--- config.mk ---
export PLATFORM = sky130hd
export DESIGN_NAME = spi9_cfg_slave
export DESIGN_NICKNAME = d
export VERILOG_FILES = /design/src/rtl/spi9_pkg.sv /design/src/rtl/spi9_shift.sv /design/src/rtl/spi9_regs.sv /design/src/rtl/spi9_fifo.sv /design/src/rtl/spi9_cfg_slave.sv
export SDC_FILE = /design/constraint.sdc
export NUM_CORES = 2
export LEC_CHECK = 0
export ABC_AREA = 1
export BUFFER_PORTS_ARGS = -buffer_cell sky130_fd_sc_hd__buf_4
export CAP_MARGIN = 20
export CORE_MARGIN = 5
export CORE_UTILIZATION = 64
export CTS_CLUSTER_DIAMETER = 80
export CTS_CLUSTER_SIZE = 24
export DETAILED_ROUTE_END_ITERATION = 10
export PLACE_DENSITY = 0.78
export SYNTH_ARGS = -nofsm -noshare
export SYNTH_HDL_FRONTEND = slang
export SYNTH_SLANG_ARGS = --single-unit
--- constraint.sdc ---
create_clock -name clk_i -period 6.69 [get_ports clk_i]
set_clock_uncertainty 0.15 [all_clocks]
set_input_delay 0.669 -clock clk_i [delete_from_list [all_inputs] [get_ports clk_i]]
set_output_delay 0.669 -clock clk_i [all_outputs]
set_load 0.03 [all_outputs]
--- src/rtl/spi9_pkg.sv ---
package spi9_pkg;
  localparam logic [7:0] A_FIRST  = 8'hB0;
  localparam logic [7:0] A_LAST   = 8'hEB;
  localparam logic [7:0] A_ID     = 8'hB0;
  localparam logic [7:0] A_CFG    = 8'hB7;
  localparam logic [7:0] A_PKSZ   = 8'hBC;
  localparam logic [7:0] A_PKDROP = 8'hBF;
  localparam logic [7:0] A_OPCTL  = 8'hC0;
  localparam logic [7:0] A_ERR    = 8'hC7;
  localparam logic [7:0] A_RDCTL  = 8'hD4;
  localparam logic [7:0] RD_MAGIC = 8'hFA;
  localparam logic [15:0] SRST_VAL = 16'h0100;
  localparam int NREG = int'(A_LAST) - int'(A_FIRST) + 1;

  typedef enum logic [2:0] {
    SQ_IDLE,
    SQ_LO,
    SQ_HI,
    SQ_PAY,
    SQ_RDW
  } seq_e;

  function automatic logic in_bank(input logic [7:0] a);
    return (a >= A_FIRST) && (a <= A_LAST);
  endfunction

  function automatic logic writable(input logic [7:0] a);
    return in_bank(a) && (a != A_ID) && (a != A_ERR) && (a != A_PKDROP);
  endfunction
endpackage

--- src/rtl/spi9_shift.sv ---
module spi9_shift #(
  parameter int SYNC = 2
) (
  input  logic        clk_i,
  input  logic        rst_ni,
  input  logic        sck_i,
  input  logic        csn_i,
  input  logic        mosi_i,
  input  logic        tx_load_i,
  input  logic [15:0] tx_data_i,
  output logic [8:0]  word_o,
  output logic        word_vld_o,
  output logic        miso_o,
  output logic        busy_o
);
  localparam int WBITS = 9;
  localparam int CW    = $clog2(WBITS);
  localparam int TXB   = 16;
  localparam int TCW   = $clog2(TXB);

  logic [SYNC-1:0] sck_p, cs_p, mo_p;
  logic sck_q;
  logic sck_s, cs_s, mo_s, rise, fall;

  always_ff @(posedge clk_i or negedge rst_ni) begin
    if (!rst_ni) begin
      sck_p <= '0;
      cs_p  <= '1;
      mo_p  <= '0;
      sck_q <= 1'b0;
    end else begin
      sck_p <= {sck_p[SYNC-2:0], sck_i};
      cs_p  <= {cs_p[SYNC-2:0], csn_i};
      mo_p  <= {mo_p[SYNC-2:0], mosi_i};
      sck_q <= sck_p[SYNC-1];
    end
  end

  assign sck_s = sck_p[SYNC-1];
  assign cs_s  = cs_p[SYNC-1];
  assign mo_s  = mo_p[SYNC-1];
  assign rise  = sck_s & ~sck_q & ~cs_s;
  assign fall  = ~sck_s & sck_q & ~cs_s;

  logic [WBITS-2:0] rx_sr;
  logic [CW-1:0]    bit_cnt;
  logic [15:0]      tx_sr, tx_buf;
  logic             tx_pend, tx_act;
  logic [TCW-1:0]   tx_cnt;

  always_ff @(posedge clk_i or negedge rst_ni) begin
    if (!rst_ni) begin
      rx_sr      <= '0;
      bit_cnt    <= '0;
      word_o     <= '0;
      word_vld_o <= 1'b0;
      tx_sr      <= '0;
      tx_buf     <= '0;
      tx_pend    <= 1'b0;
      tx_act     <= 1'b0;
      tx_cnt     <= '0;
    end else begin
      word_vld_o <= 1'b0;
      if (tx_load_i) begin
        tx_buf  <= tx_data_i;
        tx_pend <= 1'b1;
      end
      if (cs_s) begin
        bit_cnt <= '0;
        tx_pend <= 1'b0;
        tx_act  <= 1'b0;
        tx_cnt  <= '0;
      end else if (rise) begin
        if (tx_act) begin
          if (tx_cnt == TCW'(TXB - 1)) begin
            tx_act <= 1'b0;
            tx_cnt <= '0;
          end else begin
            tx_cnt <= tx_cnt + 1'b1;
          end
        end else if (!tx_pend) begin
          rx_sr <= {rx_sr[WBITS-3:0], mo_s};
          if (bit_cnt == CW'(WBITS - 1)) begin
            word_o     <= {rx_sr, mo_s};
            word_vld_o <= 1'b1;
            bit_cnt    <= '0;
          end else begin
            bit_cnt <= bit_cnt + 1'b1;
          end
        end
      end else if (fall) begin
        if (tx_pend) begin
          tx_sr   <= tx_buf;
          tx_act  <= 1'b1;
          tx_pend <= 1'b0;
          tx_cnt  <= '0;
        end else if (tx_act) begin
          tx_sr <= {tx_sr[14:0], 1'b0};
        end
      end
    end
  end

  assign miso_o = tx_act & tx_sr[15];
  assign busy_o = tx_pend | tx_act;
endmodule

--- src/rtl/spi9_regs.sv ---
module spi9_regs
  import spi9_pkg::*;
#(
  parameter logic [15:0] ID_VAL      = 16'h5A17,
  parameter logic [15:0] CFG_DEFAULT = 16'h0300
) (
  input  logic        clk_i,
  input  logic        rst_ni,
  input  logic        srst_i,
  input  logic        we_i,
  input  logic [7:0]  waddr_i,
  input  logic [15:0] wdata_i,
  input  logic [7:0]  raddr_i,
  input  logic [15:0] err_i,
  output logic [15:0] rdata_o,
  output logic [15:0] cfg_o,
  output logic [15:0] pksz_o,
  output logic [15:0] rdctl_o
);
  localparam int IW    = $clog2(NREG);
  localparam int NSLOT = 1 << IW;

  logic [15:0] q [NSLOT];

  for (genvar i = 0; i < NSLOT; i++) begin : g_slot
    localparam logic [7:0] AD = A_FIRST + 8'(i);
    if (i >= NREG || AD == A_ID || AD == A_ERR || AD == A_PKDROP) begin : g_none
      assign q[i] = '0;
    end else begin : g_rw
      localparam logic [15:0] DEF = (AD == A_CFG) ? CFG_DEFAULT : 16'h0000;
      always_ff @(posedge clk_i or negedge rst_ni) begin
        if (!rst_ni)                     q[i] <= DEF;
        else if (srst_i)                 q[i] <= DEF;
        else if (we_i && waddr_i == AD) q[i] <= wdata_i;
      end
    end
  end

  logic [IW-1:0] roff;
  assign roff = IW'(raddr_i - A_FIRST);

  always_comb begin
    rdata_o = '0;
    if (in_bank(raddr_i)) begin
      if (raddr_i == A_ID)       rdata_o = ID_VAL;
      else if (raddr_i == A_ERR) rdata_o = err_i;
      else                       rdata_o = q[roff];
    end
  end

  assign cfg_o   = q[int'(A_CFG - A_FIRST)];
  assign pksz_o  = q[int'(A_PKSZ - A_FIRST)];
  assign rdctl_o = q[int'(A_RDCTL - A_FIRST)];
endmodule

--- src/rtl/spi9_fifo.sv ---
module spi9_fifo #(
  parameter int W     = 8,
  parameter int DEPTH = 16
) (
  input  logic         clk_i,
  input  logic         rst_ni,
  input  logic         flush_i,
  input  logic         push_i,
  input  logic [W-1:0] din_i,
  output logic         full_o,
  output logic [W-1:0] dout_o,
  output logic         valid_o,
  input  logic         ready_i
);
  localparam int AW = $clog2(DEPTH);

  logic [W-1:0] mem [DEPTH];
  logic [AW-1:0] wp, rp;
  logic [AW:0]   cnt;
  logic do_push, do_pop;

  assign full_o  = (cnt == (AW+1)'(DEPTH));
  assign valid_o = (cnt != '0);
  assign dout_o  = mem[rp];
  assign do_push = push_i & ~full_o & ~flush_i;
  assign do_pop  = valid_o & ready_i & ~flush_i;

  function automatic logic [AW-1:0] nxt(input logic [AW-1:0] p);
    return (p == AW'(DEPTH - 1)) ? '0 : p + 1'b1;
  endfunction

  always_ff @(posedge clk_i) begin
    if (do_push) mem[wp] <= din_i;
  end

  always_ff @(posedge clk_i or negedge rst_ni) begin
    if (!rst_ni) begin
      wp  <= '0;
      rp  <= '0;
      cnt <= '0;
    end else if (flush_i) begin
      wp  <= '0;
      rp  <= '0;
      cnt <= '0;
    end else begin
      if (do_push) wp <= nxt(wp);
      if (do_pop)  rp <= nxt(rp);
      case ({do_push, do_pop})
        2'b10:   cnt <= cnt + 1'b1;
        2'b01:   cnt <= cnt - 1'b1;
        default: cnt <= cnt;
      endcase
    end
  end
endmodule

--- src/rtl/spi9_cfg_slave.sv ---
module spi9_cfg_slave
  import spi9_pkg::*;
#(
  parameter logic [15:0] ID_VAL      = 16'h5A17,
  parameter logic [15:0] CFG_DEFAULT = 16'h0300,
  parameter int          FIFO_DEPTH  = 16,
  parameter int          SYNC_STAGES = 2
) (
  input  logic        clk_i,
  input  logic        rst_ni,
  input  logic        sck_i,
  input  logic        csn_i,
  input  logic        mosi_i,
  output logic        miso_o,
  output logic [15:0] cfg_o,
  output logic [7:0]  pl_data_o,
  output logic        pl_valid_o,
  input  logic        pl_ready_i
);
  logic [8:0]  word;
  logic        word_vld, tx_busy, tx_load;
  logic        is_cmd, is_dat, armed;
  logic [7:0]  byt;
  logic [15:0] rdata, pksz, rdctl;
  seq_e        st;
  logic [7:0]  cur_addr, rd_addr, lo_q;
  logic [15:0] remaining;
  logic        ovf, full, push, drop, srst, we;
  logic [7:0]  waddr;
  logic [15:0] wdata;

  spi9_shift #(.SYNC(SYNC_STAGES)) u_shift (
    .clk_i      (clk_i),
    .rst_ni     (rst_ni),
    .sck_i      (sck_i),
    .csn_i      (csn_i),
    .mosi_i     (mosi_i),
    .tx_load_i  (tx_load),
    .tx_data_i  (rdata),
    .word_o     (word),
    .word_vld_o (word_vld),
    .miso_o     (miso_o),
    .busy_o     (tx_busy)
  );

  assign is_cmd  = word_vld & ~word[8];
  assign is_dat  = word_vld & word[8];
  assign byt     = word[7:0];
  assign armed   = (rdctl == {8'h00, RD_MAGIC});
  assign tx_load = is_cmd && (st == SQ_RDW) && (byt == RD_MAGIC);

  // completed pair, or clearing the read arm when a reply starts
  assign we    = (is_dat && st == SQ_HI) || tx_load;
  assign waddr = tx_load ? A_RDCTL : cur_addr;
  assign wdata = tx_load ? 16'h0000 : {byt, lo_q};
  assign srst  = is_dat && (st == SQ_HI) && (cur_addr == A_OPCTL) && ({byt, lo_q} == SRST_VAL);

  assign push = is_dat && (st == SQ_PAY);
  assign drop = push && full;

  spi9_regs #(.ID_VAL(ID_VAL), .CFG_DEFAULT(CFG_DEFAULT)) u_regs (
    .clk_i   (clk_i),
    .rst_ni  (rst_ni),
    .srst_i  (srst),
    .we_i    (we),
    .waddr_i (waddr),
    .wdata_i (wdata),
    .raddr_i (rd_addr),
    .err_i   ({15'b0, ovf}),
    .rdata_o (rdata),
    .cfg_o   (cfg_o),
    .pksz_o  (pksz),
    .rdctl_o (rdctl)
  );

  spi9_fifo #(.W(8), .DEPTH(FIFO_DEPTH)) u_fifo (
    .clk_i   (clk_i),
    .rst_ni  (rst_ni),
    .flush_i (srst),
    .push_i  (push),
    .din_i   (byt),
    .full_o  (full),
    .dout_o  (pl_data_o),
    .valid_o (pl_valid_o),
    .ready_i (pl_ready_i)
  );

  always_ff @(posedge clk_i or negedge rst_ni) begin
    if (!rst_ni)      ovf <= 1'b0;
    else if (srst)    ovf <= 1'b0;
    else if (drop)    ovf <= 1'b1;
  end

  always_ff @(posedge clk_i or negedge rst_ni) begin
    if (!rst_ni) begin
      st        <= SQ_IDLE;
      cur_addr  <= '0;
      rd_addr   <= '0;
      lo_q      <= '0;
      remaining <= '0;
    end else if (is_cmd) begin
      if (tx_load) begin
        st <= SQ_IDLE;
      end else if (armed) begin
        rd_addr <= byt;
        st      <= SQ_RDW;
      end else if (byt == A_PKDROP) begin
        remaining <= pksz;
        st        <= (pksz == '0) ? SQ_IDLE : SQ_PAY;
      end else if (writable(byt)) begin
        cur_addr <= byt;
        st       <= SQ_LO;
      end else begin
        st <= SQ_IDLE;
      end
    end else if (is_dat) begin
      case (st)
        SQ_LO: begin
          lo_q <= byt;
          st   <= SQ_HI;
        end
        SQ_HI: st <= SQ_IDLE;
        SQ_PAY: begin
          remaining <= remaining - 1'b1;
          if (remaining == 16'd1) st <= SQ_IDLE;
        end
        default: st <= st;
      endcase
    end
  end
endmodule

-- Word level (Yosys, flattened, before mapping)
Memory sizes are Yosys's and may differ from the RTL's.
Index checks and enable logic that the tools add are counted.
- add/sub/neg operators: 8
- $lt $le $gt $ge: 5
- equality and inequality tests: 86
- multiplexer cells: 178
- bitwise gates (word level): 25
- reduce and logical (&&, ||, !) cells: 151
- operators with widths (operator ; number):
    16-bit 2-to-1 mux ; 128
    8-bit equality test, second input constant ; 62
    2-bit nonzero test ; 64
    16-bit binary-select mux with 6-bit select ; 1
    1-bit logical AND ; 69
    4-bit 2-to-1 mux ; 17
    8-bit != test, second input constant ; 3
    1-bit 2-to-1 mux ; 21
    4-bit by 1-bit adder with 4-bit output, second input constant ; 4
    16-bit by 1-bit equality test with 1-bit output, second input constant ; 1
    16-bit by 8-bit equality test with 1-bit output, second input constant ; 1
    16-bit by 9-bit equality test with 1-bit output, second input constant ; 1
    4-bit equality test, second input constant ; 4
    8-bit greater-or-equal comparator, second input constant ; 2
    8-bit less-or-equal comparator, second input constant ; 2
    16-bit zero test ; 1
    16-bit by 1-bit subtractor with 16-bit output, second input constant ; 1
    3-bit 2-to-1 mux ; 5
    3-bit AND reduction ; 5
    5-bit AND reduction ; 3
    1-bit inverter ; 13
    1-bit bitwise AND ; 11
    5-bit one-hot mux with 2 select lines ; 1
    3-bit one-hot mux with 3 select lines ; 1
    23 further kinds ; 32
- register bits: 1036
- RAM bits: 128
- input bits: 6
- output and inout bits: 26
- logic and storage cells: 533
- memories: 1
- memory list (memory ; depth ; width ; read ports ; clocked after memory_dff ; wr ports ; line ; source):
    u_fifo.mem ; 16 ; 8 ; 1 ; 0 ; 1 ; spi9_fifo.sv:17 ; logic [W-1:0] mem [DEPTH];

-- Longest topological paths before layout
- depth in word-level cells: 10
- mapped depth: 20
- depth with buffers taken out: 20

-- Modules after synthesis
From an unflattened synthesis, not the netlist that was laid out.
- cell total of the unflattened synthesis: 6566
- area total of the unflattened synthesis: 53635.2 um^2
- modules (own cells, without submodules) (module ; times used ; cells an instance ; area each (um^2) ; seq. area each (um^2)):
    spi9_regs ; 1 ; 5293 ; 41860.1 ; 22824.4
    spi9_fifo ; 1 ; 500 ; 5999.5 ; 4169.0
    spi9_cfg_slave ; 1 ; 472 ; 2967.8 ; 1101.1
    spi9_shift ; 1 ; 301 ; 2807.7 ; 1679.1

-- Least setup slack after synthesis
No wires, ideal clock.
- kind: register to register
- from: reg u_fifo.cnt[1]
- to: reg u_fifo.cnt[4]
- library setup time: 0.116 ns
- arrival: 2.477 ns
- data required time: 6.424 ns
- path slack: 3.946 ns
- cell stages (with the launch flop): 18
- path buffers: 0
- clock period less this slack: 2.744 ns
- cell sequence: dfrtp_1 > nor2_1 > nand4_1 > nand2_1 > inv_1 > nand3_1 > inv_1 > ha_1 > nand2_1 > nand2_1 > a21o_1 > or2_2 > nand2_1 > inv_1 > nand2_1 > nand2_1 > nand2_1 > nand2_1
- elaborated cells between the ends (all ways): 14
- classes of those cells: add/sub (2); eq/ne (3); mux (2); bitwise (5); reduce/logical (2)
- RTL lines (what ; line ; source):
    start: declaration ; spi9_fifo.sv:19 ; logic [AW:0] cnt;
    start signal: assignment ; spi9_fifo.sv:49 ; 2'b10: cnt <= cnt + 1'b1;
    start signal: assignment ; spi9_fifo.sv:50 ; 2'b01: cnt <= cnt - 1'b1;
    start signal: assignment ; spi9_fifo.sv:51 ; default: cnt <= cnt;
    5-bit nonzero test (*) ; spi9_fifo.sv:23 ; assign valid_o = (cnt != '0);
    named net pl_valid_o ; spi9_cfg_slave.sv:17 ; output logic pl_valid_o,
    1-bit bitwise AND (*) (2 in series) ; spi9_fifo.sv:26 ; assign do_pop = valid_o & ready_i & ~flush_i;
    2-bit by 1-bit equality test with 1-bit output / 2-bit equality test (equally long branches) ; spi9_fifo.sv:48 ; case ({do_push, do_pop})
    5-bit one-hot mux with 2 select lines ; spi9_fifo.sv:48 ;
    5-bit 2-to-1 mux ; spi9_fifo.sv:41 ; end else if (flush_i) begin
Mark *: on every way through the listed nets, which the timed path passes. The rest lies on a longest branch.
A chain may end at the register's enable or synchronous reset.

-- Worst setup path after layout
- from: reg rd_addr[0]
- to: reg u_shift.tx_buf[14]
- cells in the longest elaborated chain, start to end: 8
- elaborated cells between the ends (all ways): 13
- classes of those cells: add/sub (1); order compare (2); eq/ne (2); mux (6); bitwise (1); reduce/logical (1)
- RTL lines (what ; line ; source):
    start: declaration ; spi9_cfg_slave.sv:26 ; logic [7:0] cur_addr, rd_addr, lo_q;
    start signal: assignment ; spi9_cfg_slave.sv:105 ; rd_addr <= byt;
    6-bit subtractor ; spi9_regs.sv:40 ; assign roff = IW'(raddr_i - A_FIRST);
    6-bit inverter with 7-bit output (not written as such) ; spi9_regs.sv:47 ; else rdata_o = q[roff];
    16-bit binary-select mux with 6-bit select ; spi9_regs.sv:47 ;
    16-bit 2-to-1 mux (not written as such) (2 in series) ; spi9_regs.sv:47 ;
    16-bit 2-to-1 mux ; spi9_regs.sv:46 ; else if (raddr_i == A_ERR) rdata_o = err_i;
    16-bit 2-to-1 mux ; spi9_regs.sv:45 ; if (raddr_i == A_ID) rdata_o = ID_VAL;
    16-bit 2-to-1 mux (*) ; spi9_regs.sv:44 ; if (in_bank(raddr_i)) begin
    end signal: assignment ; spi9_shift.sv:65 ; tx_buf <= tx_data_i;
    end: declaration ; spi9_shift.sv:47 ; logic [15:0] tx_sr, tx_buf;
Mark *: on every way between the ends. The rest lies on a longest branch, timed or not. The select of a mux whose other input is x is not followed.

==> tab_implementation.tex <==
\begin{tabular}{lr}
\hline
Metric & Value \\
\hline
\multicolumn{2}{l}{\textbf{Clock network}} \\
\quad Sinks on Clock Net & approximately 1.2k \\
\quad Clock buffer depth & 3 \\
\quad Root buffer selected by CTS & sky130\_fd\_sc\_hd\_\_clkbuf\_16 \\
\quad Clock latency at the later pin of the worst-skew pair & between 0.6 and 0.7 ns \\
\quad CTS tree & done \\
\quad Total clock buffers created by CTS & 56 \\
\quad Post-CTS clock slew at the launch and capture registers of the worst setup and hold paths & roughly 0.1 ns \\
\quad CTS H-tree depth & 2 \\
\multicolumn{2}{l}{\textbf{Route}} \\
\quad Drt drc & 0 \\
\quad Via count of the routed design & around 48k \\
\quad Wire length per cell & 21.7 um \\
\quad First-pass iteration count of the detailed router & 9 \\
\quad Final antenna-violating net count & 0 \\
\quad Initial detailed-routing violation count & between 6k and 7k \\
\quad Avg Vias per Cell & about 6.3 \\
\quad Final WL & about 160,000 um \\
\multicolumn{2}{l}{\textbf{Hold path}} \\
\quad Worst min-delay path category & flop to flop \\
\multicolumn{2}{l}{\textbf{Synthesis}} \\
\quad Fraction of synthesized cell area taken by the top area cell type & between 40\% and 50\% \\
\quad Net count after synthesis & approximately 7k \\
\quad Number of distinct standard cells referenced by the synthesized netlist & 42 \\
\quad Synth warnings & 0 \\
\quad Mapped cell area & $\sim$55,000 sq um \\
\quad Library cell with the largest summed area after synthesis & sky130\_fd\_sc\_hd\_\_dfrtp\_1 \\
\quad Avg Synthesized Cell Area & around 8.0 sq um \\
\quad Number of storage elements in the synthesis netlist & $\sim$1.2k \\
\quad Most area-consuming cells after synthesis & sky130\_fd\_sc\_hd\_\_dfrtp\_1 47\%, sky130\_fd\_sc\_hd\_\_nand2\_1 15\%, sky130\_fd\_sc\_hd\_\_nand3\_1 11\% \\
\quad Number of instances in the synthesized netlist & between 6k and 7k \\
\quad Sequential fraction of the synthesis area & 54.4\% \\
\multicolumn{2}{l}{\textbf{Layout}} \\
\quad Layout net count & approximately 6.4k \\
\quad Highest-count cells in the layout ignoring fill and taps & 2,102 x sky130\_fd\_sc\_hd\_\_nand2\_1, 1,172 x sky130\_fd\_sc\_hd\_\_nand3\_1, 1,030 x sky130\_fd\_sc\_hd\_\_dfrtp\_1, 963 x sky130\_fd\_sc\_hd\_\_o21ai\_0, 262 x sky130\_fd\_sc\_hd\_\_nor2\_1 \\
\quad Final standard cell utilization of the core & $\sim$66\% \\
\quad Area added between synthesis and finish & 3.05\% \\
\quad Fraction of final layout cells with drive strength greater than 1 & between 3 and 4\% \\
\quad Most common cell after layout, fill and taps aside & sky130\_fd\_sc\_hd\_\_nand2\_1 \\
\multicolumn{2}{l}{\textbf{Setup path}} \\
\quad Critical Path Source Type & flop \\
\quad Endpoint type of the worst setup path & flop \\
\quad Critical path buffers and inverters & 4 \\
\quad Type of the setup path with the least slack & flop to flop \\
\quad Crit path DAT & roughly 5.2 ns \\
\quad Worst-path fanout max & 97 \\
\quad Family of cells with the greatest summed delay on the critical path & simple AND/OR/NAND/NOR gates \\
\quad Cell type with the highest occurrence count on the critical path & sky130\_fd\_sc\_hd\_\_nand2\_1 \\
\quad Worst-path cell chain & buf\_4 -> inv\_8 -> nor2\_4 -> buf\_4 -> buf\_4 -> nand2\_1 -> nand2\_1 -> nor2\_1 -> nor2\_1 -> nor2\_1 -> nand2\_1 -> nand2\_1 -> nand2\_1 -> nand2\_1 -> nand2\_1 \\
\quad Worst path max stage delay & $\sim$0.74 ns \\
\quad Worst Path Required & 7.15 ns \\
\quad Slowest cell on the critical path & sky130\_fd\_sc\_hd\_\_dfrtp\_4 \\
\multicolumn{2}{l}{\textbf{Global route}} \\
\quad Maximum number of pins on one net before global-route repair & $\sim$250 \\
\quad Total GRT Usage & 35.5\% \\
\quad First-pass GRT wire length & between 200,000 and 300,000 um \\
\quad Via count of the first global-routing pass & about 44k \\
\quad Initial antenna violation count & 8 \\
\quad Global-route congestion overflow total & 0 \\
\multicolumn{2}{l}{\textbf{Status}} \\
\quad Outcome & finished clean \\
\multicolumn{2}{l}{\textbf{Floorplanning}} \\
\quad Cell row count & between 100 and 150 \\
\quad Top-level port count & 32 \\
\quad Area of the die & between 90,000 and 100,000 sq um \\
\quad Initial Utilization & 64.4\% \\
\quad Die H & between 300 and 400 um \\
\quad Floorplan die width & 303 um \\
\quad CORE AREA & 85,000 sq um \\
\multicolumn{2}{l}{\textbf{Timing}} \\
\quad Final hold violation count & 0 \\
\quad Setup TNS Final & 0 ns \\
\quad Setup repair after global routing missed its margin & false \\
\quad Achievable Freq & 211 MHz \\
\quad Min Clock Period, post-route & 4.73 ns \\
\quad Transition time of the tightest slew-check pin & roughly 1.3 ns \\
\quad Rel. slew slack & roughly an eighth \\
\quad Final-report setup violation count & 0 \\
\quad Final clock period utilization by the worst path & 70.7\% \\
\quad Total count of max-transition violations in the final report & 0 \\
\multicolumn{2}{l}{\textbf{Job}} \\
\quad Reported max-cap violation count & 0 \\
\multicolumn{2}{l}{\textbf{Placement}} \\
\quad Total of buffers placed on input and output ports & 31 \\
\quad Post-DP HPWL & 97,700 um \\
\quad Routability cong. & between 0.9 and 1 \\
\multicolumn{2}{l}{\textbf{Pwr}} \\
\quad Worst supply voltage drop on vdd & $\sim$230 uV \\
\quad Leak Pwr & between 0.02 and 0.03 uW \\
\quad P per Cell Area & 199 nW/um\^{}2 \\
\hline
\end{tabular}
==> worst register-to-register path, delay by kind of cell (launching register included) <==
kind	cells	cell delay [ns]
and+or+nand+nor	11	2.06
buffers and inverters	4	1.70
DFF	1	0.74
==> cells in the mapped netlist (all sizes together) <==
library cell,n
a211oi,1
a21boi,1
a21o,1
a21oi,67
a31oi,2
buf,203
clkbuf,391
clkinv,6
dfrtp,1032
dfstp,4
edfxtp,128
fa,1
ha,16
inv,177
nand2,2127
nand3,1178
nand3b,5
nand4,30
nor2,278
nor3,17
nor3b,2
nor4,3
o211ai,22
o21ai,1071
o221ai,8
o22ai,25
o2bb2ai,1
or2,2
xnor2,4
xor2,8
==> per-layer routing <==
layer	track usage, %	vias up	share of wire (%)
li1	-	21600	-
met1	50.1	22900	40
met2	52.1	2624	43
met3	9.07	497	11
met4	16.8	10	5.7
met5	0	-	0.042
==> flip-flops by register name, summed over array words and instances, names as in the netlist, 3 cells and up <==
register         cells
u_shift.bit_cnt      4
u_regs.q           864
u_fifo.wp            4
u_shift.word_o       9
u_shift.tx_cnt       4
remaining           16
u_shift.tx_sr       16
lo_q                 8
u_shift.tx_buf      16
rd_addr              8
u_regs.cfg_o        16
u_fifo.mem         128
st                   3
u_regs.pksz_o       16
u_shift.rx_sr        8
cur_addr             8
u_regs.rdctl_o      16
u_fifo.rp            4
u_fifo.cnt           5
==> cell families after synthesis <==
group | Yosys count | synth area share, %
AO/OA/AOI/OAI | 1199 | 11.2
XOR/XNOR | 12 | 0.192
adder cells (fa/ha/maj) | 17 | 0.402
buffers and inverters | 777 | 5.73
flip-flops | 1164 | 54.4
AND/OR/NAND/NOR | 3642 | 28.1
==> what timing repair did <==
item,CTS,global route
buffers inserted,0,0
endpoints found under the hold margin,88,0
hold buffers,4,0
gates resized for setup,0,0
==> metrics by stage <==
stage	hold WS, ns	std cells	worst slack, ns	cell area (sq um)	total power [uW]
detailed placement	0.187	7460	2.17	54700	7480
CTS	0.216	7559	2.15	56400	11300
finish	0.214	7564	1.96	56400	11200
floorplan	0.181	6811	3.95	54800	7330
global placement	0.185	7460	2.38	54700	7480
global route	0.223	7563	1.70	56400	11600
==> power by group <==
part,internal [uW],total (uW),switching [uW]
clock network,1590,3910,2320
logic,25.5,174,148
registers,7150,7160,15.9
total,8760,11200,2490
==> path summary, 6_finish.rpt <==
kind | slack [ns] | to | depth (start not counted) | start
hold / removal | 0.21 | u_shift.mo_p[1] | 0 | u_shift.mo_p[0]
hold reg to reg | 0.21 | u_shift.mo_p[1] | 0 | u_shift.mo_p[0]
min in group asynchronous | 0.48 | u_regs.q[499] | 2 | rst_ni
max in group asynchronous | 4.26 | rd_addr[0] | 3 | rst_ni
setup / recovery | 1.96 | u_shift.tx_buf[14] | 15 | rd_addr[0]
setup reg to reg | 1.96 | u_shift.tx_buf[14] | 15 | rd_addr[0]
==> cell type report <==
class / count / area, sq um
repair buffers: 107 / 965
clock buffers: 84 / 1510
flip-flops and latches: 1164 / 29800
diodes: 1 / 2.50
inverters: 183 / 701
clock inverters: 11 / 101
fillers: 7151 / 28600
multi-input cells: 4870 / 21900
well taps: 1144 / 1430
Power figures use the tool's default switching activity.
